===== src/rtl/pipe_array_mul_pkg.sv =====
package pipe_array_mul_pkg;

  typedef enum logic {
    ARR_COMB = 1'b0,
    ARR_PIPE = 1'b1
  } arr_mode_e;

  // partial-product rows plus carry-resolution rows
  function automatic int unsigned arr_rows(input int unsigned n);
    return 2 * n - 1;
  endfunction

endpackage


===== src/rtl/pam_pp_row.sv =====
// One partial-product row: adds (a & b_bit) << IDX into the carry-save pair.
module pam_pp_row #(
  parameter int unsigned N   = 8,
  parameter int unsigned IDX = 0,
  localparam int unsigned W  = 2 * N
) (
  input  logic [W-1:0] sum_i,
  input  logic [W-1:0] cry_i,
  input  logic [N-1:0] a_i,
  input  logic         b_bit_i,
  output logic [W-1:0] sum_o,
  output logic [W-1:0] cry_o
);

  logic [W-1:0] pp;
  logic [W-1:0] maj;

  always_comb begin
    pp    = ({{N{1'b0}}, a_i} & {W{b_bit_i}}) << IDX;
    sum_o = sum_i ^ cry_i ^ pp;
    maj   = (sum_i & cry_i) | (sum_i & pp) | (cry_i & pp);
    cry_o = maj << 1;
  end

endmodule


===== src/rtl/pam_res_row.sv =====
// One carry-resolution row: half adders move every carry up one position.
module pam_res_row #(
  parameter int unsigned N  = 8,
  localparam int unsigned W = 2 * N
) (
  input  logic [W-1:0] sum_i,
  input  logic [W-1:0] cry_i,
  output logic [W-1:0] sum_o,
  output logic [W-1:0] cry_o
);

  always_comb begin
    sum_o = sum_i ^ cry_i;
    cry_o = (sum_i & cry_i) << 1;
  end

endmodule


===== src/rtl/pipe_array_mul.sv =====
module pipe_array_mul
  import pipe_array_mul_pkg::*;
#(
  parameter int unsigned N    = 8,
  parameter arr_mode_e   MODE = ARR_PIPE
) (
  input  logic             clk_i,
  input  logic             rst_ni,
  input  logic             valid_i,
  input  logic [N-1:0]     a_i,
  input  logic [N-1:0]     b_i,
  output logic             valid_o,
  output logic [2*N-1:0]   prod_o
);

  localparam int unsigned W    = 2 * N;
  localparam int unsigned ROWS = arr_rows(N);

  logic [W-1:0] sum_x [ROWS+1];
  logic [W-1:0] cry_x [ROWS+1];
  logic         vld_x [ROWS+1];
  logic [N-1:0] a_x   [N];
  logic [N-1:0] b_x   [N];  // b_x[k][0] is multiplier bit k of the sample at row k

  assign sum_x[0] = '0;
  assign cry_x[0] = '0;
  assign vld_x[0] = valid_i;
  assign a_x[0]   = a_i;
  assign b_x[0]   = b_i;

  for (genvar k = 0; k < ROWS; k++) begin : g_row
    logic [W-1:0] sum_d;
    logic [W-1:0] cry_d;

    if (k < N) begin : g_pp
      pam_pp_row #(.N(N), .IDX(k)) u_pp (
        .sum_i   (sum_x[k]),
        .cry_i   (cry_x[k]),
        .a_i     (a_x[k]),
        .b_bit_i (b_x[k][0]),
        .sum_o   (sum_d),
        .cry_o   (cry_d)
      );

      // operand skew: carry this sample's operands alongside its partial sum
      if (k + 1 < N) begin : g_skew
        if (MODE == ARR_PIPE) begin : g_ff
          always_ff @(posedge clk_i or negedge rst_ni) begin
            if (!rst_ni) begin
              a_x[k+1] <= '0;
              b_x[k+1] <= '0;
            end else begin
              a_x[k+1] <= a_x[k];
              b_x[k+1] <= b_x[k] >> 1;
            end
          end
        end else begin : g_wire
          assign a_x[k+1] = a_x[k];
          assign b_x[k+1] = b_x[k] >> 1;
        end
      end
    end else begin : g_res
      pam_res_row #(.N(N)) u_res (
        .sum_i (sum_x[k]),
        .cry_i (cry_x[k]),
        .sum_o (sum_d),
        .cry_o (cry_d)
      );
    end

    if (MODE == ARR_PIPE) begin : g_ff
      always_ff @(posedge clk_i or negedge rst_ni) begin
        if (!rst_ni) begin
          sum_x[k+1] <= '0;
          cry_x[k+1] <= '0;
          vld_x[k+1] <= 1'b0;
        end else begin
          sum_x[k+1] <= sum_d;
          cry_x[k+1] <= cry_d;
          vld_x[k+1] <= vld_x[k];
        end
      end
    end else begin : g_wire
      assign sum_x[k+1] = sum_d;
      assign cry_x[k+1] = cry_d;
      assign vld_x[k+1] = vld_x[k];
    end
  end

  // after the last row only bit W-1 of the carry can be set; no further carry out
  assign prod_o  = sum_x[ROWS] ^ cry_x[ROWS];
  assign valid_o = vld_x[ROWS];

endmodule


===== config.mk =====
export PLATFORM = sky130hd
export DESIGN_NAME = pipe_array_mul
export DESIGN_NICKNAME = d
export VERILOG_FILES = /design/src/rtl/pipe_array_mul_pkg.sv /design/src/rtl/pam_pp_row.sv /design/src/rtl/pam_res_row.sv /design/src/rtl/pipe_array_mul.sv
export SDC_FILE = /design/constraint.sdc
export NUM_CORES = 1
export LEC_CHECK = 0
export ABC_AREA = 1
export BUFFER_PORTS_ARGS = -buffer_cell sky130_fd_sc_hd__clkbuf_2
export CAP_MARGIN = 20
export CORE_AREA = 5 5 161 241
export DETAILED_ROUTE_END_ITERATION = 6
export DIE_AREA = 0 0 166 246
export PLACE_DENSITY = 0.73
export SYNTH_ARGS = -nofsm -noshare
export SYNTH_HDL_FRONTEND = slang
export SYNTH_HIERARCHICAL = 1
export SYNTH_SLANG_ARGS = --single-unit

===== constraint.sdc =====
create_clock -name clk_i -period 1.2 [get_ports clk_i]
set_input_delay 0.06 -clock clk_i [delete_from_list [all_inputs] [get_ports clk_i]]
set_output_delay 0.06 -clock clk_i [all_outputs]
set_load 0.03 [all_outputs]

# Yosys cells after proc, flatten, opt, wreduce, memory -nomap -nowiden
# Index checks and enable logic that the tools add are counted.
# Widths: inputs -> output; s select.
[word_totals] in_bits=19 out_inout_bits=17 regBits=549 wordCells=125
[classes] bitwise_logic=67
[ops] op="$and 15x15->15" n=26
[ops] op="$xor 16x16->16" n=21
[ops] op="$or 15x15->15" n=12
[ops] op="$and 8x16->16" n=1
[ops] op="$and 8x15->15" n=1
[ops] op="$and 8x14->14" n=1
[ops] op="$and 8x13->13" n=1
[ops] op="$and 8x12->12" n=1
[ops] op="$and 8x11->11" n=1
[ops] op="$and 8x10->10" n=1
[ops] op="$and 8x9->9" n=1

# Longest topological paths before layout
[logic_depth] depth_word=4 mapped_depth=4 ltp_nobuf=3

# By module
# The synthesis kept the hierarchy.
[modules_own_cells] mod="pipe_array_mul" n_inst=1 area_per_inst_um2=14792.9 seq_area_each_um2=14488.9 cells_per_inst=660
[modules_own_cells] mod="pam_pp_row" n_inst=8 area_per_inst_um2=432.9 seq_area_each_um2=0.0 cells_per_inst=63
[modules_own_cells] mod="pam_res_row" n_inst=7 area_per_inst_um2=217.7 seq_area_each_um2=0.0 cells_per_inst=22

# Worst setup path after synthesis
# OpenSTA, ideal clock, no wires.
[synth_path] path_kind="register -> register" start="register b_x[0] in the netlist's numbering" end="register sum_x[122] in the netlist's numbering" t_arrival_ns=1.011 stages_incl_launch_ff=5 slack_ns=0.075 t_required_ns=1.086 path_buffers=1 synth_period_minus_slack_ns=1.125 setup_ns=0.114 cell_sequence="dfrtp_1 > buf_2 > nand2_1 > fa_1 > inv_1"
[synth_between] elab_chain_cells=2
[synth_lines] element="start, declared" line="pipe_array_mul.sv:23" rtl="logic [N-1:0] b_x [N];"
[synth_lines] element="start signal, assigned by index" line="pipe_array_mul.sv:54" rtl="b_x[k+1] <= b_x[k] >> 1;"
[synth_lines] element="$and 8x9->9" line="pam_pp_row.sv:19" rtl="pp = ({{N{1'b0}}, a_i} & {W{b_bit_i}}) << IDX;"
[synth_lines] element="$xor 16x16->16" line="pam_pp_row.sv:20" rtl="sum_o = sum_i ^ cry_i ^ pp;"
[synth_lines] element="via g_row[7].sum_d[10]" line="pipe_array_mul.sv:32" rtl="logic [W-1:0] sum_d;"
[synth_lines] element="end signal, assigned by index" line="pipe_array_mul.sv:78" rtl="sum_x[k+1] <= sum_d;"
[synth_lines] element="end, declared" line="pipe_array_mul.sv:19" rtl="logic [W-1:0] sum_x [ROWS+1];"
# The timed path passes the listed nets, and every way through them passes these cells.

# Worst setup path in the final report
[layout_path] start="register sum_x[0] in the netlist's numbering" end="output prod_o[0]"
[layout_between] elab_chain_cells=1
[layout_lines] element="$xor 16x16->16" line="pipe_array_mul.sv:91" rtl="assign prod_o = sum_x[ROWS] ^ cry_x[ROWS];"
[layout_lines] element="end, declared" line="pipe_array_mul.sv:13" rtl="output logic [2*N-1:0] prod_o"
# Every way passes these cells.

==> out/metrics.cfg <==
[setup_path]
crit_buf_inv = 2
cp.required_ns = 1.14
crit_family = flip-flops
r2r_slack_ns = -0.06
worstSetupPathType = reg2out
cpPeakStageDelay_ns = 0.39
crit_chain = inv_2, nand2_2, nand2_2, buf_8
path_common_cell = nand2_2
cp-start-kind = flip-flop
cp-end-kind = primary output
slowest_stage = dfrtp_1
cp_max_fo = 2
crit_arrival_ns = 1.26

[placement]
gp_congestion = 0.691
hpwlAfterDp_um = 13900
io_buffers = 35
dp_slack_ns = -0.147

[grt]
grt_overflow = 0
grt_first_pass_wirelength_um = 43000
antenna_found_initial = 0
grt_max_degree = 89
track_usage_pct = 12.6
grt_pass1_vias = 9735

[synth]
synth_common_cells = dfrtp_1 (579), inv_1 (318), ha_1 (161)
yosysTopAreaCell = dfrtp_1
yosysMostFrequentCell = dfrtp_1
yosys_warnings = 6
syn_area_mm2 = 0.0198
synth_edf_count = 0
synth_top_area_share_pct = 73.2
synthCells = 1318
synth_seq_cells = 579
async_reset_ff_share_pct = 100
syn_area_per_cell_um2 = 15.0
ys.flop_type = dfrtp_1
synth_cell_type_count = 8
ys_seq_area_share_pct = 73.2
synthTopCellsByArea = dfrtp_1 (73%), ha_1 (10%), fa_1 (6.5%)

[pwr]
p_leak_nw = 12.4
p_per_area_mw_per_mm2 = 2130
ir_drop_mv = 1.25

[clock_tree]
cts.htree.levels = 2
clockBufferDepth = 3
cts_tree = yes
clock_sinks = 579
cts_root_buffer = clkbuf_16
clock_latency_ns = 0.56
clk_pin_slew_ns = 0.06
cts_buffers = 49

[finish]
regArea_mm2 = 0.0145
num_antenna_cells = 0
nNetsFinal = 1708
utilization_pct = 63.5
fillCellCount = 2457
drive_above_1_share_pct = 14.7
multi_input_area_mm2 = 0.00428
syn2layout_area_growth_pct = 17.1

[sta]
slew_viol_final = 0
worstMarginPinSlew_ns = 0.510
worst_slack_ns = -0.123
period_minus_slack_ns = 1.32
timing.clock.skew_ns = 0.0128
finalCritPeriodShare_pct = 110
setup_viol = 62
rsz0062_at_grt = true
final_hold_viol_count = 0
max_freq_mhz = 756
relSlewSlack_pct = 65.9

[die]
start_util_pct = 54.2
die_w_um = 166
io_pins = 36
die_area_mm2 = 0.0408
rows = 86
core_mm2 = 0.0365
die_h_um = 246

[drt]
routed_via_density = 4.38
drtIter0Drc = 417
wl_per_cell_um = 11.7
route.detailed.drc = 0
dr.pass1.iters = 4
wl_um = 23200
highest_layer = met4
via_count = 8698
wl_met1_um = 8100
wl_met2_um = 13600
met3WireLength_um = 822
postRouteAntennaNets = 0

[outcome]
violations = setup timing
status = complete, but fails checks

[run]
maxCapViolCount = 0

[hold_path]
min_path_type = in2async

## final timing paths
check / from / to / cells after the start
max in group asynchronous: rst_ni / cry_x[93] / 3
max: sum_x[0] / prod_o[0] / 4
min in group clk_i: b_i[4] / b_x[51] / 2
max reg2reg: b_x[8] / sum_x[136] / 4
min reg2reg: vld_x[1] / valid_o / 0
min: rst_ni / cry_x[104] / 3
## worst reg2reg max path: cells and delay by family (launching register included)
| family | cells | cell delay, ns |
|---|---|---|
| adders and majority gates | 1 | 0.51 |
| buffers and inverters | 2 | 0.21 |
| DFF | 1 | 0.37 |
| and+or+nand+nor | 1 | 0.07 |
## sequential cells by signal (all words and copies together) (netlist names)
register,count
b_x,28
sum_x,240
a_x,56
vld_x,14
valid_o,1
cry_x,240
## cell usage in the layout (no fill, tap or decap), types with 7 or more instances in the layout
cell / synthesis / routed
clkbuf_16: 0 / 50
conb_1: 16 / 49
clkbuf_2: 0 / 17
nand2_2: 0 / 62
dfrtp_2: 0 / 7
clkbuf_8: 0 / 9
buf_8: 0 / 17
dfrtp_1: 579 / 572
inv_1: 318 / 317
nand2_1: 157 / 87
dlygate4sd3_1: 0 / 19
fa_1: 64 / 64
buf_4: 15 / 15
ha_1: 161 / 161
clkinv_2: 0 / 11
clkbuf_1: 0 / 14
buf_12: 0 / 16
nand2_4: 0 / 8
## cell type report
type                            instances  share of cell area [%]
Multi-Input combinational cell        431                    18.5
Clock inverter                         18                   0.762
Clock buffer                           73                    6.17
Timing Repair Buffer                   85                    4.18
Inverter                              318                    5.16
Tap cell                              484                    2.62
Sequential cell                       579                    62.6
## power by group
group,switching (mW),leakage (nW),internal [mW]
Sequential,1.68,7.14,24.5
Combinational,4.42,4.44,3.32
Clock,6.66,0.795,8.74
## through the flow
step / cells / hold slack [ns] / power (mW) / setup TNS [ns] / instance area (µm²)
2_1_floorplan: 1351 / -0.236 / 30.8 / 0 / 19900
3_3_place_gp: 1872 / -0.102 / 32.5 / -1.56 / 20900
3_5_place_dp: 1872 / -0.101 / 33.3 / -4.15 / 20900
4_1_cts: 1984 / 0.0657 / 49.8 / -3.40 / 23000
5_1_grt: 1988 / 0.0794 / 52.8 / -5.64 / 23200
6_report: 1988 / 0.0883 / 49.3 / -2.43 / 23200
## kinds of logic (layout without fill, tap and decap cells)
kind of cell / after synthesis / in the layout / synth area share [%]
flip-flops: 579 / 579 / 73.2
adder cells (fa/ha/maj): 225 / 225 / 16.7
buffers and inverters: 341 / 494 / 6.81
AND/OR/NAND/NOR: 157 / 157 / 2.98
other: 16 / 49 / 0.304
## routing by layer
metal	GRT usage, %	up-vias
met5	0	-
met4	4.64	0
met3	2.44	58
met2	24.5	98
met1	13.6	4468
li1	-	4074
## what timing repair did
| item | CTS | global route |
|---|---|---|
| pin swaps | 14 | 18 |
| buffers inserted | 2 | 4 |
| hold endpoints to repair | 603 | 0 |
| hold buffers | 19 | 0 |
| resized for setup | 89 | 46 |
| setup endpoints to repair | 80 | 72 |
(Power assumes the default switching activity.)
